$ cat config.mk
export PLATFORM = sky130hd
export DESIGN_NAME = serial_cfg_regs
export DESIGN_NICKNAME = d
export VERILOG_FILES = /design/src/rtl/scfg_pkg.sv /design/src/rtl/scfg_sync.sv /design/src/rtl/scfg_twowire.sv /design/src/rtl/scfg_threewire.sv /design/src/rtl/scfg_bank.sv /design/src/rtl/serial_cfg_regs.sv
export SDC_FILE = /design/constraint.sdc
export NUM_CORES = 1
export LEC_CHECK = 0
export BUFFER_PORTS_ARGS = -buffer_cell sky130_fd_sc_hd__buf_4
export CAP_MARGIN = 30
export CELL_PAD_IN_SITES_DETAIL_PLACEMENT = 0
export CELL_PAD_IN_SITES_GLOBAL_PLACEMENT = 1
export CORE_ASPECT_RATIO = 0.7
export CORE_MARGIN = 1.5
export CORE_UTILIZATION = 45
export CTS_BUF_LIST = sky130_fd_sc_hd__clkbuf_4 sky130_fd_sc_hd__clkbuf_8 sky130_fd_sc_hd__clkbuf_16
export DETAILED_ROUTE_END_ITERATION = 8
export GPL_TIMING_DRIVEN = 0
export PLACE_DENSITY_LB_ADDON = 0.1
export SYNTH_ARGS = -nofsm -noshare
export SYNTH_HDL_FRONTEND = slang
export SYNTH_SLANG_ARGS = --single-unit
$ cat constraint.sdc
create_clock -name clk -period 2.7 [get_ports clk]
set_input_delay 0.27 -clock clk [delete_from_list [all_inputs] [get_ports clk]]
set_output_delay 0.27 -clock clk [all_outputs]
set_load 0.03 [all_outputs]
$ cat src/rtl/scfg_pkg.sv
package scfg_pkg;
  localparam int DW   = 8;
  localparam int IDXW = 4;

  typedef enum logic [2:0] {TW_IDLE, TW_ADDR, TW_SUB, TW_DATA, TW_SKIP} tw_state_e;

  // Reset value of register idx: offsets mid-scale, coarse gains 32, rest zero.
  function automatic logic [DW-1:0] reg_default(input int idx);
    if (idx < 6) return (idx % 2 == 0) ? 8'h7F : 8'h20;
    return 8'h00;
  endfunction

  // 7-bit device identity on the two-wire bus.
  function automatic logic [6:0] dev_id(input logic [1:0] strap);
    return {5'b10011, strap};
  endfunction

  function automatic logic idx_ok(input logic [IDXW-1:0] idx, input int n);
    return int'(idx) < n;
  endfunction

  // 9-bit offset: MSB from top bit of the coarse register.
  function automatic logic [8:0] join_offset(input logic [DW-1:0] lo, input logic [DW-1:0] hi);
    return {hi[DW-1], lo};
  endfunction
endpackage

$ cat src/rtl/scfg_sync.sv
module scfg_sync #(
  parameter int           W    = 1,
  parameter logic [W-1:0] INIT = '0
) (
  input  logic         clk,
  input  logic         rst_n,
  input  logic [W-1:0] d,
  output logic [W-1:0] q
);
  logic [W-1:0] meta;

  always_ff @(posedge clk or negedge rst_n) begin
    if (!rst_n) begin
      meta <= INIT;
      q    <= INIT;
    end else begin
      meta <= d;
      q    <= meta;
    end
  end
endmodule

$ cat src/rtl/scfg_twowire.sv
module scfg_twowire
  import scfg_pkg::*;
#(
  parameter int NREG = 12
) (
  input  logic            clk,
  input  logic            rst_n,
  input  logic            clr,
  input  logic            scl_s,
  input  logic            sda_s,
  input  logic [1:0]      strap,
  output logic            ack_drive,
  output logic            wr_en,
  output logic [IDXW-1:0] wr_idx,
  output logic [DW-1:0]   wr_data,
  output logic            ev_byte_done
);
  tw_state_e       st;
  logic            scl_q, sda_q;
  logic [3:0]      bcnt;
  logic            in_ack;
  logic [DW-1:0]   sh;
  logic [IDXW-1:0] idx;
  logic            single;

  logic scl_rise, scl_fall, start_c, stop_c, receiving, addr_hit;

  assign scl_rise     = scl_s & ~scl_q;
  assign scl_fall     = ~scl_s & scl_q;
  assign start_c      = scl_s & scl_q & sda_q & ~sda_s;
  assign stop_c       = scl_s & scl_q & ~sda_q & sda_s;
  assign receiving    = (st == TW_ADDR) || (st == TW_SUB) || (st == TW_DATA);
  assign ev_byte_done = scl_fall && (bcnt == 4'd8) && !in_ack && receiving && !clr;
  assign addr_hit     = (sh[7:1] == dev_id(strap)) && !sh[0];

  always_ff @(posedge clk or negedge rst_n) begin
    if (!rst_n) begin
      st <= TW_IDLE;  scl_q <= 1'b1;  sda_q <= 1'b1;
      bcnt <= '0;  in_ack <= 1'b0;  ack_drive <= 1'b0;
      sh <= '0;  idx <= '0;  single <= 1'b0;
      wr_en <= 1'b0;  wr_idx <= '0;  wr_data <= '0;
    end else begin
      scl_q <= scl_s;
      sda_q <= sda_s;
      wr_en <= 1'b0;
      if (clr || stop_c) begin
        st <= TW_IDLE;  bcnt <= '0;  in_ack <= 1'b0;  ack_drive <= 1'b0;
      end else if (start_c) begin
        st <= TW_ADDR;  bcnt <= '0;  in_ack <= 1'b0;  ack_drive <= 1'b0;
      end else if (ev_byte_done) begin
        unique case (st)
          TW_ADDR: begin
            if (addr_hit) begin
              ack_drive <= 1'b1;  in_ack <= 1'b1;  st <= TW_SUB;
            end else begin
              st <= TW_SKIP;
            end
          end
          TW_SUB: begin
            ack_drive <= 1'b1;  in_ack <= 1'b1;
            idx    <= sh[IDXW-1:0];
            single <= sh[4];
            st     <= TW_DATA;
          end
          TW_DATA: begin
            ack_drive <= 1'b1;  in_ack <= 1'b1;
            wr_en   <= idx_ok(idx, NREG);
            wr_idx  <= idx;
            wr_data <= sh;
            if (single) st <= TW_SUB;
            else        idx <= idx + 1'b1;
          end
          default: ;
        endcase
      end else if (scl_fall && in_ack) begin
        in_ack <= 1'b0;  ack_drive <= 1'b0;  bcnt <= '0;
      end else if (scl_rise && receiving && !in_ack && bcnt < 4'd8) begin
        sh   <= {sh[DW-2:0], sda_s};
        bcnt <= bcnt + 4'd1;
      end
    end
  end
endmodule

$ cat src/rtl/scfg_threewire.sv
module scfg_threewire
  import scfg_pkg::*;
#(
  parameter int NREG = 12
) (
  input  logic            clk,
  input  logic            rst_n,
  input  logic            clr,
  input  logic            sck_s,
  input  logic            sdi_s,
  input  logic            en_s,
  output logic            wr_en,
  output logic [IDXW-1:0] wr_idx,
  output logic [DW-1:0]   wr_data
);
  localparam int FRAME = 2 * DW;
  localparam int SHW   = IDXW + DW;
  localparam int CW    = $clog2(FRAME + 2);
  localparam logic [CW-1:0] FULL = CW'(FRAME);
  localparam logic [CW-1:0] OVER = CW'(FRAME + 1);

  logic          sck_q, en_q;
  logic [CW-1:0] cnt;
  logic [SHW-1:0] sh;
  logic en_rise, en_fall, sck_rise;

  assign en_rise  = en_s & ~en_q;
  assign en_fall  = ~en_s & en_q;
  assign sck_rise = sck_s & ~sck_q;

  always_ff @(posedge clk or negedge rst_n) begin
    if (!rst_n) begin
      sck_q <= 1'b0;  en_q <= 1'b0;  cnt <= '0;  sh <= '0;
      wr_en <= 1'b0;  wr_idx <= '0;  wr_data <= '0;
    end else begin
      sck_q <= sck_s;
      en_q  <= en_s;
      wr_en <= 1'b0;
      if (clr || en_rise) begin
        cnt <= '0;
      end else if (en_fall) begin
        if (cnt == FULL) begin
          wr_en   <= idx_ok(sh[SHW-1:DW], NREG);
          wr_idx  <= sh[SHW-1:DW];
          wr_data <= sh[DW-1:0];
        end
        cnt <= '0;
      end else if (en_s && sck_rise) begin
        sh <= {sh[SHW-2:0], sdi_s};
        if (cnt != OVER) cnt <= cnt + 1'b1;
      end
    end
  end
endmodule

$ cat src/rtl/scfg_bank.sv
module scfg_bank
  import scfg_pkg::*;
#(
  parameter int NREG = 12
) (
  input  logic             clk,
  input  logic             rst_n,
  input  logic             wr_en,
  input  logic [IDXW-1:0]  wr_idx,
  input  logic [DW-1:0]    wr_data,
  output logic [NREG*DW-1:0] q_flat
);
  for (genvar g = 0; g < NREG; g++) begin : g_reg
    always_ff @(posedge clk or negedge rst_n) begin
      if (!rst_n)                                 q_flat[g*DW +: DW] <= reg_default(g);
      else if (wr_en && wr_idx == IDXW'(g))       q_flat[g*DW +: DW] <= wr_data;
    end
  end
endmodule

$ cat src/rtl/serial_cfg_regs.sv
module serial_cfg_regs
  import scfg_pkg::*;
#(
  parameter int NREG = 12,
  parameter int NCH  = 3
) (
  input  logic               clk,
  input  logic               rst_n,
  input  logic               bus_sel,
  input  logic [1:0]         addr_strap,
  input  logic               scl,
  input  logic               sda,
  output logic               sda_pull,
  input  logic               sck3,
  input  logic               sdi3,
  input  logic               sen3,
  output logic [NREG*DW-1:0] regs_flat,
  output logic [NCH*9-1:0]   ofs_word
);
  logic [1:0] tw_sync;
  logic [2:0] w3_sync;

  logic            tw_wr, w3_wr, wr_en, tw_byte_done;
  logic [IDXW-1:0] tw_idx, w3_idx, wr_idx;
  logic [DW-1:0]   tw_data, w3_data, wr_data;

  scfg_sync #(.W(2), .INIT(2'b11)) u_tw_sync (
    .clk(clk), .rst_n(rst_n), .d({scl, sda}), .q(tw_sync));

  scfg_sync #(.W(3), .INIT(3'b000)) u_w3_sync (
    .clk(clk), .rst_n(rst_n), .d({sck3, sdi3, sen3}), .q(w3_sync));

  scfg_twowire #(.NREG(NREG)) u_tw (
    .clk(clk), .rst_n(rst_n), .clr(bus_sel),
    .scl_s(tw_sync[1]), .sda_s(tw_sync[0]), .strap(addr_strap),
    .ack_drive(sda_pull), .wr_en(tw_wr), .wr_idx(tw_idx), .wr_data(tw_data),
    .ev_byte_done(tw_byte_done));

  scfg_threewire #(.NREG(NREG)) u_w3 (
    .clk(clk), .rst_n(rst_n), .clr(~bus_sel),
    .sck_s(w3_sync[2]), .sdi_s(w3_sync[1]), .en_s(w3_sync[0]),
    .wr_en(w3_wr), .wr_idx(w3_idx), .wr_data(w3_data));

  assign wr_en   = bus_sel ? w3_wr   : tw_wr;
  assign wr_idx  = bus_sel ? w3_idx  : tw_idx;
  assign wr_data = bus_sel ? w3_data : tw_data;

  scfg_bank #(.NREG(NREG)) u_bank (
    .clk(clk), .rst_n(rst_n), .wr_en(wr_en), .wr_idx(wr_idx), .wr_data(wr_data),
    .q_flat(regs_flat));

  for (genvar c = 0; c < NCH; c++) begin : g_ofs
    assign ofs_word[c*9 +: 9] = join_offset(regs_flat[(2*c)*DW +: DW],
                                            regs_flat[(2*c+1)*DW +: DW]);
  end
endmodule

# ---- Yosys cells after proc, flatten, opt, wreduce, memory -nomap -nowiden
# Cells that the tools add are included.
dict set report classes {
  order_cmp 3
  bitwise 24
  n_mux 33
  reduce_logical 48
  n_eq_ne 23
  n_addsub 3
}
# operator n
set op_table {}
lappend op_table {{$mux 4} 7}
lappend op_table {{$logic_and 1x1->1} 22}
lappend op_table {{$eq 4x4->1 const B} 5}
lappend op_table {{$mux 5} 4}
lappend op_table {{$eq 4x3->1 const B} 4}
lappend op_table {{$mux 3} 5}
lappend op_table {{$not 1->1} 14}
lappend op_table {{$mux 1} 13}
lappend op_table {{$lt 4x4->1 const B} 3}
lappend op_table {{$reduce_and 3->1} 4}
lappend op_table {{$and 1x1->1} 10}
lappend op_table {{$reduce_and 5->1} 2}
lappend op_table {{$pmux 3 s3} 1}
lappend op_table {{$reduce_bool 3->1} 3}
lappend op_table {{$add 4x1->4 const B} 2}
lappend op_table {{$eq 4x2->1 const B} 2}
lappend op_table {{$mux 8} 1}
lappend op_table {{$pmux 4 s2} 1}
lappend op_table {{$reduce_and 4->1} 2}
lappend op_table {{$reduce_bool 4->1} 2}
lappend op_table {{$eq 7x7->1} 1}
lappend op_table {{$eq 3x2->1 const B} 2}
lappend op_table {{$add 5x1->5 const B} 1}
lappend op_table {{$eq 5x5->1 const B} 1}
lappend op_table {{other kinds (16)} 22}
dict set report word_totals {
  in_bits 10
  wordCells 168
  out_inout_bits 124
  reg_bits 174
}

# ---- Logic depth before layout (Yosys ltp)
# Gate-level depths: netlist of run 1.
dict set report depth {
  word_depth 11
  depth_mapped 7
  mapped_depth_nobuf 6
}

# ---- Modules after synthesis
# From an unflattened synthesis of run 1, not the netlist that was laid out.
dict set report hier_totals {
  hier_cells 500
  hier_area_um2 7443.4
}
# module cells_per_inst area_per_inst_um2 instances
set by_module_without_submodules {}
lappend by_module_without_submodules {scfg_bank 223 3809.9 1}
lappend by_module_without_submodules {scfg_twowire 134 1661.6 1}
lappend by_module_without_submodules {scfg_threewire 91 1352.5 1}
lappend by_module_without_submodules {serial_cfg_regs 42 364.1 1}
lappend by_module_without_submodules {{scfg_sync (u_w3_sync)} 6 150.1 1}
lappend by_module_without_submodules {{scfg_sync (u_tw_sync)} 4 105.1 1}

# ---- Worst setup path after synthesis of run 1
# No wires, ideal clock.
dict set report synth_path {
  kind {reg2reg}
  start {register u_tw.ack_drive (netlist name)}
  end {register u_tw.wr_data[0]}
  arrival_time_ns 1.818
  path_buffers 1
  setup_slack_ns 0.757
  setup_ns 0.125
  path_stages_with_launch 6
  cell_sequence {dfrtp_1 -> nor2_1 -> nand4_4 -> nor3_2 -> buf_4 -> mux2_2}
}
# element line
set synth_lines {}
lappend synth_lines {{end signal, assigned} scfg_twowire.sv:69} ;# wr_data <= sh;
lappend synth_lines {{end, declared} scfg_twowire.sv:15} ;# output logic [DW-1:0] wr_data,

# ---- Worst setup path in the final report of run 1
dict set report layout_path {
  start {register u_tw_sync.q[0]}
  end {register u_tw.wr_data[2]}
}
dict set report layout_between {
  elab_chain_cells 4
  word_cells_on_any_way 7
  classes_between {bitwise (5); reduce/logical (2)}
}
# element line
set layout_rtl {}
lappend layout_rtl {{start, declared} scfg_sync.sv:8} ;# output logic [W-1:0] q
lappend layout_rtl {{start signal, assigned} scfg_sync.sv:18} ;# q <= meta;
lappend layout_rtl {{$and 1x1->1 or $not 1->1 (tied branches)} {scfg_twowire.sv:31, scfg_twowire.sv:30}}
lappend layout_rtl {{$logic_or 1x1->1 or $and 1x1->1 (tied branches)} {scfg_twowire.sv:46, scfg_twowire.sv:30}}
lappend layout_rtl {{$not 1->1 (no line)} n/a}
lappend layout_rtl {{$reduce_and 4->1 (no line) *} n/a}
# Every way passes the cells marked *; elsewhere a longest branch is shown, timed or not.
# A chain may end at the register's enable or synchronous reset.

==> results of run 1 <==
-- layout make-up --
class | instances | area, um2 | share of cell area, %
clock inverter | 11 | 213 | 2.22
tap | 225 | 282 | 2.94
clock buffer | 21 | 462 | 4.83
multi-input combinational | 368 | 2670 | 27.9
buffer | 45 | 353 | 3.69
timing repair buffer | 147 | 1160 | 12.1
sequential | 174 | 4390 | 45.9
inverter | 9 | 33.8 | 0.353
-- flip-flops by register name, indices dropped and copies added, names as in the netlist, 2 cells and up --
name / flops
u_bank.q_flat: 96
u_tw.bcnt: 4
u_tw.idx: 4
u_tw.sh: 8
u_tw.st: 3
u_tw.wr_data: 8
u_tw.wr_idx: 4
u_tw_sync.meta: 2
u_tw_sync.q: 2
u_w3.cnt: 5
u_w3.sh: 12
u_w3.wr_data: 8
u_w3.wr_idx: 4
u_w3_sync.meta: 3
u_w3_sync.q: 3
-- through the flow --
step	std cells	setup slack, ns	hold slack [ns]	power [mW]
detailed placement	962	0.647	0.228	2.85
finish	1000	0.612	0.349	5.58
CTS	1000	0.607	0.352	5.64
floorplan	596	0.757	-0.0256	2.76
global route	1000	0.469	0.361	5.78
global placement	953	-0.0275	0.333	2.83
-- routing by layer --
| metal | track usage, % | routed length (um) |
|---|---|---|
| met2 | 31.5 | 7790 |
| met4 | 7.24 | 219 |
| met5 | 0 | 0 |
| met3 | 5.26 | 919 |
| met1 | 30.4 | 8370 |
-- path summary, 6_finish.rpt --
check	end
max reg2reg	u_tw.wr_data[2]
min reg2reg	u_w3_sync.q[2]
min in group clk	u_w3_sync.q[2]
max	u_tw.wr_data[2]
max in group asynchronous	u_bank.q_flat[7]
min	u_w3_sync.meta[2]
-- critical path, delay by kind of cell, from the launching register on --
kind | cells | cell delay [ns]
DFF | 1 | 0.58
muxes | 1 | 0.36
and+or+nand+nor | 1 | 0.27
buffers and inverters | 1 | 0.25
AOI/OAI and AO/OA | 1 | 0.31
xor gates and xnor gates | 1 | 0.20
-- logic make-up after synthesis --
family / Yosys count
adder cells (fa/ha/maj): 6
XOR/XNOR: 6
AO/OA/AOI/OAI: 123
multiplexers: 80
flip-flops: 174
buffers and inverters: 54
AND/OR/NAND/NOR: 153
-- power groups by stage --
stage / registers [mW] / logic (mW) / clock network (mW)
after floorplan: 2.70 / 0.0583 / 0
after global placement: 2.71 / 0.128 / 0
after detailed placement: 2.71 / 0.139 / 0
after CTS: 2.66 / 0.147 / 2.84
after global routing: 2.66 / 0.162 / 2.95
final: 2.66 / 0.143 / 2.78
-- placed cells by master (no fill, tap or decap), drive strengths merged, types with 4 or more instances in the layout --
| cell type | n |
|---|---|
| dfrtp | 144 |
| nand3b | 7 |
| mux2i | 9 |
| dfstp | 30 |
| clkbuf | 21 |
| clkinv | 5 |
| a21oi | 47 |
| nand2 | 48 |
| o21ai | 46 |
| nand3 | 10 |
| nor3 | 8 |
| ha | 6 |
| dlygate4sd3 | 6 |
| nand4 | 4 |
| mux2 | 71 |
| a221oi | 6 |
| nor3b | 4 |
| buf | 186 |
| nor2 | 51 |
| bufinv | 6 |
| inv | 9 |
| xnor2 | 5 |
==> results.py, run 1 <==
metrics = {
    "yosys": {
        "synth_edf_count": 0,
        "synth-seq-area-share_pct": 59.0,
        "yosys.area.top_type": "dfrtp_1",
        "syn-num-nets": 612,
        "yosys-top-cells-count": "144 x dfrtp_1, 71 x mux2_2, 50 x nor2_1, 48 x nand2_1, 45 x a21oi_1",
        "async_flop_share_pct": 100,
        "ys_types": 60,
        "syn_avg_cell_area_um2": 12.5,
        "muxShareOfSynthArea_pct": 12.0,
        "synthFlopType": "dfrtp_1",
        "netlist.area_leader.share_pct": 48.4,
        "synth_cells": 596,
        "synth-compound-area-share_pct": 11.4,
        "synth-xor-area-share_pct": 0.706,
        "yosysMostFrequentCell": "dfrtp_1",
        "synthAdderAreaFrac_pct": 1.01,
        "synthSimpleGateAreaFrac_pct": 10.7,
        "synth_top_family_by_area": "multiplexers",
        "syn-cell-area_um2": 7440,
        "yosys_warnings": 0,
        "synth_area_leaders": "dfrtp_1 48%, mux2_2 11%, dfstp_2 11%",
        "synth_seq_cells": 174,
    },
    "power_and_ir_drop": {
        "power_density_nw_per_um2": 583,
        "p_sw_mw": 1.10,
        "power.leakage_nw": 4.79,
        "swShare_pct": 19.7,
        "seq_power_share_pct": 47.7,
        "p_comb_share_pct": 2.6,
        "ir_drop_mv": 0.411,
        "internal_power_mw": 4.48,
        "clkPwrFrac_pct": 49.7,
    },
    "cells_and_area": {
        "final_nets": 778,
        "fillers": 1310,
        "fin_util_pct": 58.9,
        "antennaDiodeCount": 0,
        "design_area_um2": 9560,
        "area_growth_pct": 28.5,
        "layout-drive-gt1-share_pct": 45.2,
    },
    "clock_network": {
        "cts_resized": 0,
        "postCtsHoldBufs": 6,
        "cts_tree": "built",
        "post-cts-setup-buffers": 0,
        "cts-buffers-inserted": 17,
        "clock_path_buffers": 2,
        "cts_sinks": 174,
        "htree_levels": 4,
        "clock_latency_ns": 0.43,
        "path_clk_slew_ns": 0.06,
        "cts-root-buf": "clkbuf_16",
    },
    "floorplan": {
        "core.rowCount": 39,
        "die_area_um2": 17300,
        "io_pins": 134,
        "core_area_um2": 16200,
        "die_h_um": 111,
        "start_util_pct": 45.8,
        "die_x_um": 157,
    },
    "global_routing": {
        "grt_pass1_vias": 5168,
        "grt_overflow": 0,
        "grt_start_max_net_pins": 117,
        "track_usage_pct": 21.3,
        "antenna_found_initial": 0,
        "grt_pass1_wl_um": 28000,
    },
    "place": {
        "dpl.hpwl_um": 12400,
        "portBuffers": 132,
        "gp_congestion": 0.828,
        "place_area_um2": 8830,
    },
    "worst_setup_path": {
        "cp-startpoint": "u_tw_sync.q[0]",
        "slowest_stage": "dfstp_2",
        "r2r_cells": 5,
        "worst-path-max-fanout": 10,
        "critPathCaptureType": "register",
        "start_kind": "register",
        "cp_slowest_stage_delay_ns": 0.58,
        "critical_path.cell_chain": "xnor2_1 > o21ai_0 > nor3_2 > buf_4 > mux2_2",
        "cp.required_ns": 3.01,
        "r2r-start": "u_tw_sync.q[0]",
        "crit_arrival_ns": 2.40,
        "critical_path_class": "reg2reg",
        "ff2ff_setup_slack_ns": 0.61,
    },
    "route": {
        "drtIter0Drc": 283,
        "postRouteAntennaNets": 0,
        "route.vias.total": 5152,
        "drc_errors": 0,
        "wl_um": 17300,
        "viasPerCell": 5.15,
        "first_pass_iters": 4,
        "avgRoutedWirePerCell_um": 17.3,
    },
    "sta": {
        "fmax_mhz": 479,
        "layout_worst_path_cycle_share_pct": 77.3,
        "skew_ns": 0.00877,
        "rsz0062_at_grt": "no",
        "worstMarginPinSlew_ns": 0.650,
        "fin_crit_ns": 2.09,
        "relSlewSlack_pct": 55.5,
        "hold_violations": 0,
        "slew_viol_final": 0,
        "setup_violations": 0,
        "fin_setup_tns_ns": 0,
    },
    "min_path": {
        "hold_path_class": "in2async",
    },
    "job": {
        "cap_violations": 0,
    },
    "run_status": {
        "status": "completed",
    },
}
Power figures use the tool's default switching activity.
==> run 2: changes to the inputs <==
CORE_UTILIZATION = 40   (was 45)
clock period = 1.9 ns   (was 2.7 ns; I/O delays follow)
==> results.py, run 2 (same netlist as run 1, synthesis figures left out) <==
metrics = {
    "run_status": {
        "status": "completed",
    },
    "floorplan": {
        "die_h_um": 117,
        "io_pins": 134,
        "core.rowCount": 41,
        "core_area_um2": 18100,
        "die_x_um": 166,
        "start_util_pct": 41.1,
        "die_area_um2": 19400,
    },
    "clock_network": {
        "htree_levels": 4,
        "cts_sinks": 174,
        "path_clk_slew_ns": 0.07,
        "cts-root-buf": "clkbuf_16",
        "cts-buffers-inserted": 17,
        "cts_tree": "built",
        "clock_latency_ns": 0.43,
        "clock_path_buffers": 2,
    },
    "worst_setup_path": {
        "cp.required_ns": 2.22,
        "regToRegEndpoint": "u_tw.wr_data[7]",
        "r2r-start": "u_tw.scl_q",
        "critical_path_class": "reg2reg",
        "r2r_cells": 5,
        "ff2ff_setup_slack_ns": 0.003,
        "critical_path.cell_chain": "and4bb_2 > nand4_4 > nor3_4 > buf_6 > mux2_4",
        "worst-path-max-fanout": 7,
        "critPathCaptureType": "register",
        "slowest_stage": "dfstp_2",
        "start_kind": "register",
        "cp_slowest_stage_delay_ns": 0.56,
        "crit_arrival_ns": 2.21,
    },
    "cells_and_area": {
        "top_regs": "u_bank.q_flat: 96 flops, u_w3.sh: 12 flops",
        "final_nets": 788,
        "fin_util_pct": 53.5,
        "layout-drive-gt1-share_pct": 47.0,
        "largest_register": "u_bank.q_flat",
        "most-common-layout-cells": "175 x buf_4, 144 x dfrtp_1, 61 x mux2_2",
        "antennaDiodeCount": 0,
        "fillers": 1601,
        "largest_reg_flops": 96,
        "area_growth_pct": 30.0,
        "final_common_cell": "buf_4",
    },
    "sta": {
        "layout_setup_ws_ns": 0.00349,
        "worstMarginPinSlew_ns": 0.886,
        "setup_violations": 0,
        "skew_ns": 0.0100,
        "fmax_mhz": 527,
        "relSlewSlack_pct": 39.8,
        "layout_worst_path_cycle_share_pct": 99.8,
        "fin_crit_ns": 1.90,
        "hold_violations": 0,
        "fin_setup_tns_ns": 0,
        "slew_viol_final": 0,
        "rsz0062_at_grt": "yes",
    },
    "route": {
        "wl_um": 18000,
        "avgRoutedWirePerCell_um": 17.7,
        "route.vias.total": 5204,
        "first_pass_iters": 4,
        "drtIter0Drc": 271,
        "viasPerCell": 5.10,
        "drc_errors": 0,
        "postRouteAntennaNets": 0,
    },
    "min_path": {
        "hold_path_class": "in2async",
    },
    "place": {
        "portBuffers": 132,
        "dpl.hpwl_um": 12600,
        "post-place-ws_ns": -0.185,
        "gp_congestion": 0.786,
    },
    "job": {
        "cap_violations": 0,
    },
    "global_routing": {
        "grt_pass1_vias": 5175,
        "antenna_found_initial": 0,
        "grt_start_max_net_pins": 113,
        "grt_pass1_wl_um": 28400,
        "track_usage_pct": 19.0,
        "grt_overflow": 0,
    },
    "power_and_ir_drop": {
        "power.leakage_nw": 4.83,
        "total_power_mw": 7.55,
        "power_density_nw_per_um2": 780,
        "ir_drop_mv": 0.529,
    },
}
[run 2: cell types whose count changed in the layout (fill, tap and decap cells not counted), moves of 3 or more]
cell and change:
mux2_4 +10, buf_4 +7, inv_6 +3, bufinv_16 -4, mux2_2 -10, nor2_1 -3, clkbuf_4 -3, nor2_2 +3
[run 2: cell type report]
| type | instances | area (um2) | area share [%] |
|---|---|---|---|
| Timing Repair Buffer | 156 | 1230 | 12.7 |
| Inverter | 9 | 33.8 | 0.349 |
| Clock inverter | 14 | 158 | 1.63 |
| Multi-Input combinational cell | 369 | 2780 | 28.7 |
| Buffer | 45 | 357 | 3.68 |
| Clock buffer | 18 | 439 | 4.54 |
| Tap cell | 236 | 295 | 3.05 |
| Sequential cell | 174 | 4390 | 45.4 |
[run 2: timing repair]
item,CTS,global route
hold buffers,6,0
pin swaps,3,4
gates cloned,0,2
hold endpoints to repair,60,0
setup buffers,1,8
resized for setup,6,20
endpoints found under the setup margin,27,56
[run 2: worst max-delay path by stage]
| stage | cells past startpoint | end | slack, ns | start |
|---|---|---|---|---|
| final | 5 | u_tw.wr_data[7] | 0.003 | u_tw.scl_q |
| after global routing | 5 | u_bank.q_flat[65] | -0.11 | u_w3.wr_idx[0] |
| after CTS | 5 | u_tw.wr_data[5] | 0.002 | u_tw.scl_q |
| after detailed placement | 5 | u_tw.wr_data[5] | -0.18 | u_tw_sync.q[0] |
| after global placement | 5 | u_bank.q_flat[46] | -0.66 | bus_sel |
| after floorplan | 5 | u_tw.wr_data[0] | 0.02 | u_tw.scl_q |
[run 2: where the power goes]
group / switching, mW / leakage, nW / internal, mW
sequential: 0.0351 / 2.30 / 3.75
clock: 1.55 / 0.297 / 2.00
combinational: 0.135 / 2.24 / 0.0790
[run 2: metrics by stage]
stage               hold slack (ns)  instance area [um2]  instances
floorplan                    -0.106                 7450        596
global placement              0.299                 8730        964
detailed placement            0.173                 8840        972
CTS                           0.295                 9530       1011
global route                  0.329                 9680       1021
finish                        0.295                 9680       1021
[run 2: metal layers]
metal | vias to the layer above | GRT usage (%) | routed length (um)
li1 | 2437 | - | -
met1 | 2616 | 26.4 | 8760
met2 | 139 | 29.3 | 8050
met3 | 12 | 5.21 | 1030
met4 | 0 | 5.17 | 182
met5 | - | 0 | 0
[run 2: worst max-delay path: cells and delay by family (launching register included)]
family                 cells  cell delay (ns)
buffers and inverters      1             0.19
multiplexers               1             0.30
flip-flops                 1             0.56
AND/OR/NAND/NOR            3             0.74
==> run 3: changes to the inputs <==
CORE_ASPECT_RATIO = 1.25   (was 0.7)
==> results.py, run 3 (same netlist as run 1, synthesis figures left out) <==
metrics = {
    "run_status": {
        "status": "completed",
    },
    "clock_network": {
        "cts_sinks": 174,
        "cts-buffers-inserted": 17,
        "path_clk_slew_ns": 0.07,
        "htree_levels": 4,
        "clock_path_buffers": 2,
        "clock_latency_ns": 0.43,
        "cts-root-buf": "clkbuf_16",
        "cts_tree": "built",
    },
    "sta": {
        "fin_crit_ns": 1.88,
        "rsz0062_at_grt": "yes",
        "worstMarginPinSlew_ns": 0.601,
        "layout_setup_ws_ns": 0.0169,
        "slew_viol_final": 0,
        "layout_worst_path_cycle_share_pct": 99.1,
        "fmax_mhz": 531,
        "hold_violations": 0,
        "setup_violations": 0,
        "relSlewSlack_pct": 59.9,
        "skew_ns": 0.00610,
    },
    "power_and_ir_drop": {
        "total_power_mw": 7.58,
        "ir_drop_mv": 0.600,
        "power_density_nw_per_um2": 787,
        "power.leakage_nw": 4.81,
    },
    "cells_and_area": {
        "largest_reg_flops": 96,
        "most-common-layout-cells": "175 x buf_4, 144 x dfrtp_1, 64 x mux2_2",
        "final_common_cell": "buf_4",
        "largest_register": "u_bank.q_flat",
        "area_growth_pct": 29.4,
        "fin_util_pct": 53.0,
        "fillers": 1623,
        "antennaDiodeCount": 0,
        "layout-drive-gt1-share_pct": 46.4,
        "final_nets": 786,
        "top_regs": "u_bank.q_flat: 96 flops, u_w3.sh: 12 flops",
    },
    "place": {
        "post-place-ws_ns": -0.175,
        "dpl.hpwl_um": 12200,
        "gp_congestion": 0.814,
        "portBuffers": 132,
    },
    "floorplan": {
        "io_pins": 134,
        "die_area_um2": 19400,
        "die_x_um": 125,
        "start_util_pct": 41.0,
        "die_h_um": 156,
        "core.rowCount": 55,
        "core_area_um2": 18200,
    },
    "worst_setup_path": {
        "crit_arrival_ns": 2.19,
        "cp.required_ns": 2.21,
        "worst-path-max-fanout": 10,
        "r2r_cells": 5,
        "regToRegEndpoint": "u_tw.wr_data[7]",
        "critical_path.cell_chain": "and4bb_2 > nand4_4 > nor3_4 > buf_6 > mux2_2",
        "critical_path_class": "reg2reg",
        "critPathCaptureType": "register",
        "slowest_stage": "dfstp_2",
        "start_kind": "register",
        "ff2ff_setup_slack_ns": 0.02,
        "cp_slowest_stage_delay_ns": 0.55,
        "r2r-start": "u_tw.scl_q",
    },
    "global_routing": {
        "grt_pass1_wl_um": 26300,
        "track_usage_pct": 17.3,
        "grt_util_met2_pct": 30.1,
        "antenna_found_initial": 0,
        "grt_overflow": 0,
        "busiest_layer": "met2",
        "grt_start_max_net_pins": 100,
        "grt.met1_usage_pct": 21.3,
        "grt_pass1_vias": 5007,
        "met3_usage_pct": 3.61,
    },
    "route": {
        "route.vias.total": 5065,
        "drtIter0Drc": 147,
        "first_pass_iters": 4,
        "viasPerCell": 5.01,
        "avgRoutedWirePerCell_um": 16.4,
        "postRouteAntennaNets": 0,
        "drc_errors": 0,
        "wl_um": 16500,
    },
    "min_path": {
        "worstHoldPathCells": 5,
        "hold_end": "u_tw.ack_drive",
        "min-delay-start": "addr_strap[0]",
        "hold_path_class": "in2reg",
    },
    "job": {
        "cap_violations": 0,
    },
}
-- run 3: cell count changes in the layout (fill, tap and decap cells not counted), moves of 2 or more --
cell,previous run,this run
clkinvlp_4,0,4
nor2_2,4,2
clkinv_4,4,1
clkbuf_4,0,2
mux2_4,10,7
mux2_2,61,64
inv_8,2,0
-- run 3: area by class of cell --
| cell class | instances | area [um2] | area share [%] |
|---|---|---|---|
| Buffer | 45 | 357 | 3.70 |
| Clock buffer | 20 | 454 | 4.71 |
| Clock inverter | 12 | 160 | 1.66 |
| Inverter | 9 | 33.8 | 0.351 |
| Multi-Input combinational cell | 368 | 2740 | 28.4 |
| Sequential cell | 174 | 4390 | 45.6 |
| Tap cell | 228 | 285 | 2.96 |
| Timing Repair Buffer | 155 | 1210 | 12.6 |
-- run 3: what timing repair did --
action	CTS	global route
setup endpoints to repair	27	40
setup buffers	2	6
hold buffers	6	0
endpoints found under the hold margin	71	0
resized for setup	7	9
pin swaps	1	3
-- run 3: metrics by stage --
step           cells  cell area, um2  hold WS (ns)  setup TNS [ns]
6_report        1011            9630         0.290               0
5_1_grt         1011            9630         0.324          -0.500
4_1_cts         1005            9550         0.302               0
3_5_place_dp     965            8830         0.198           -3.04
3_3_place_gp     956            8720         0.299          -61.57
2_1_floorplan    596            7450        -0.106               0
-- run 3: routing by layer --
| layer | vias to the layer above | routed length (um) |
|---|---|---|
| met5 | - | 0 |
| met4 | 0 | 238 |
| met3 | 16 | 671 |
| met2 | 114 | 8440 |
| met1 | 2501 | 7190 |
| li1 | 2434 | - |
-- run 3: where the power goes --
| part | switching [mW] | internal [mW] |
|---|---|---|
| Clock | 1.45 | 2.14 |
| Sequential | 0.0348 | 3.75 |
| Combinational | 0.129 | 0.0771 |
| Total | 1.61 | 5.97 |
-- run 3: how the worst max path moves through the flow --
stage	from	to	slack (ns)	cells past startpoint
floorplan	u_tw.scl_q	u_tw.wr_data[0]	0.02	5
global placement	bus_sel	u_bank.q_flat[94]	-0.59	5
detailed placement	u_tw.scl_q	u_tw.wr_idx[2]	-0.18	5
CTS	u_tw.scl_q	u_tw.single	0.006	4
global route	u_tw.scl_q	u_tw.wr_data[7]	-0.07	5
finish	u_tw.scl_q	u_tw.wr_data[7]	0.02	5
-- run 3: worst max-delay path, delay by kind of cell, from the launching register on --
family | cells | cell delay, ns
multiplexers | 1 | 0.34
buffers and inverters | 1 | 0.19
AND/OR/NAND/NOR | 3 | 0.68
flip-flops | 1 | 0.55
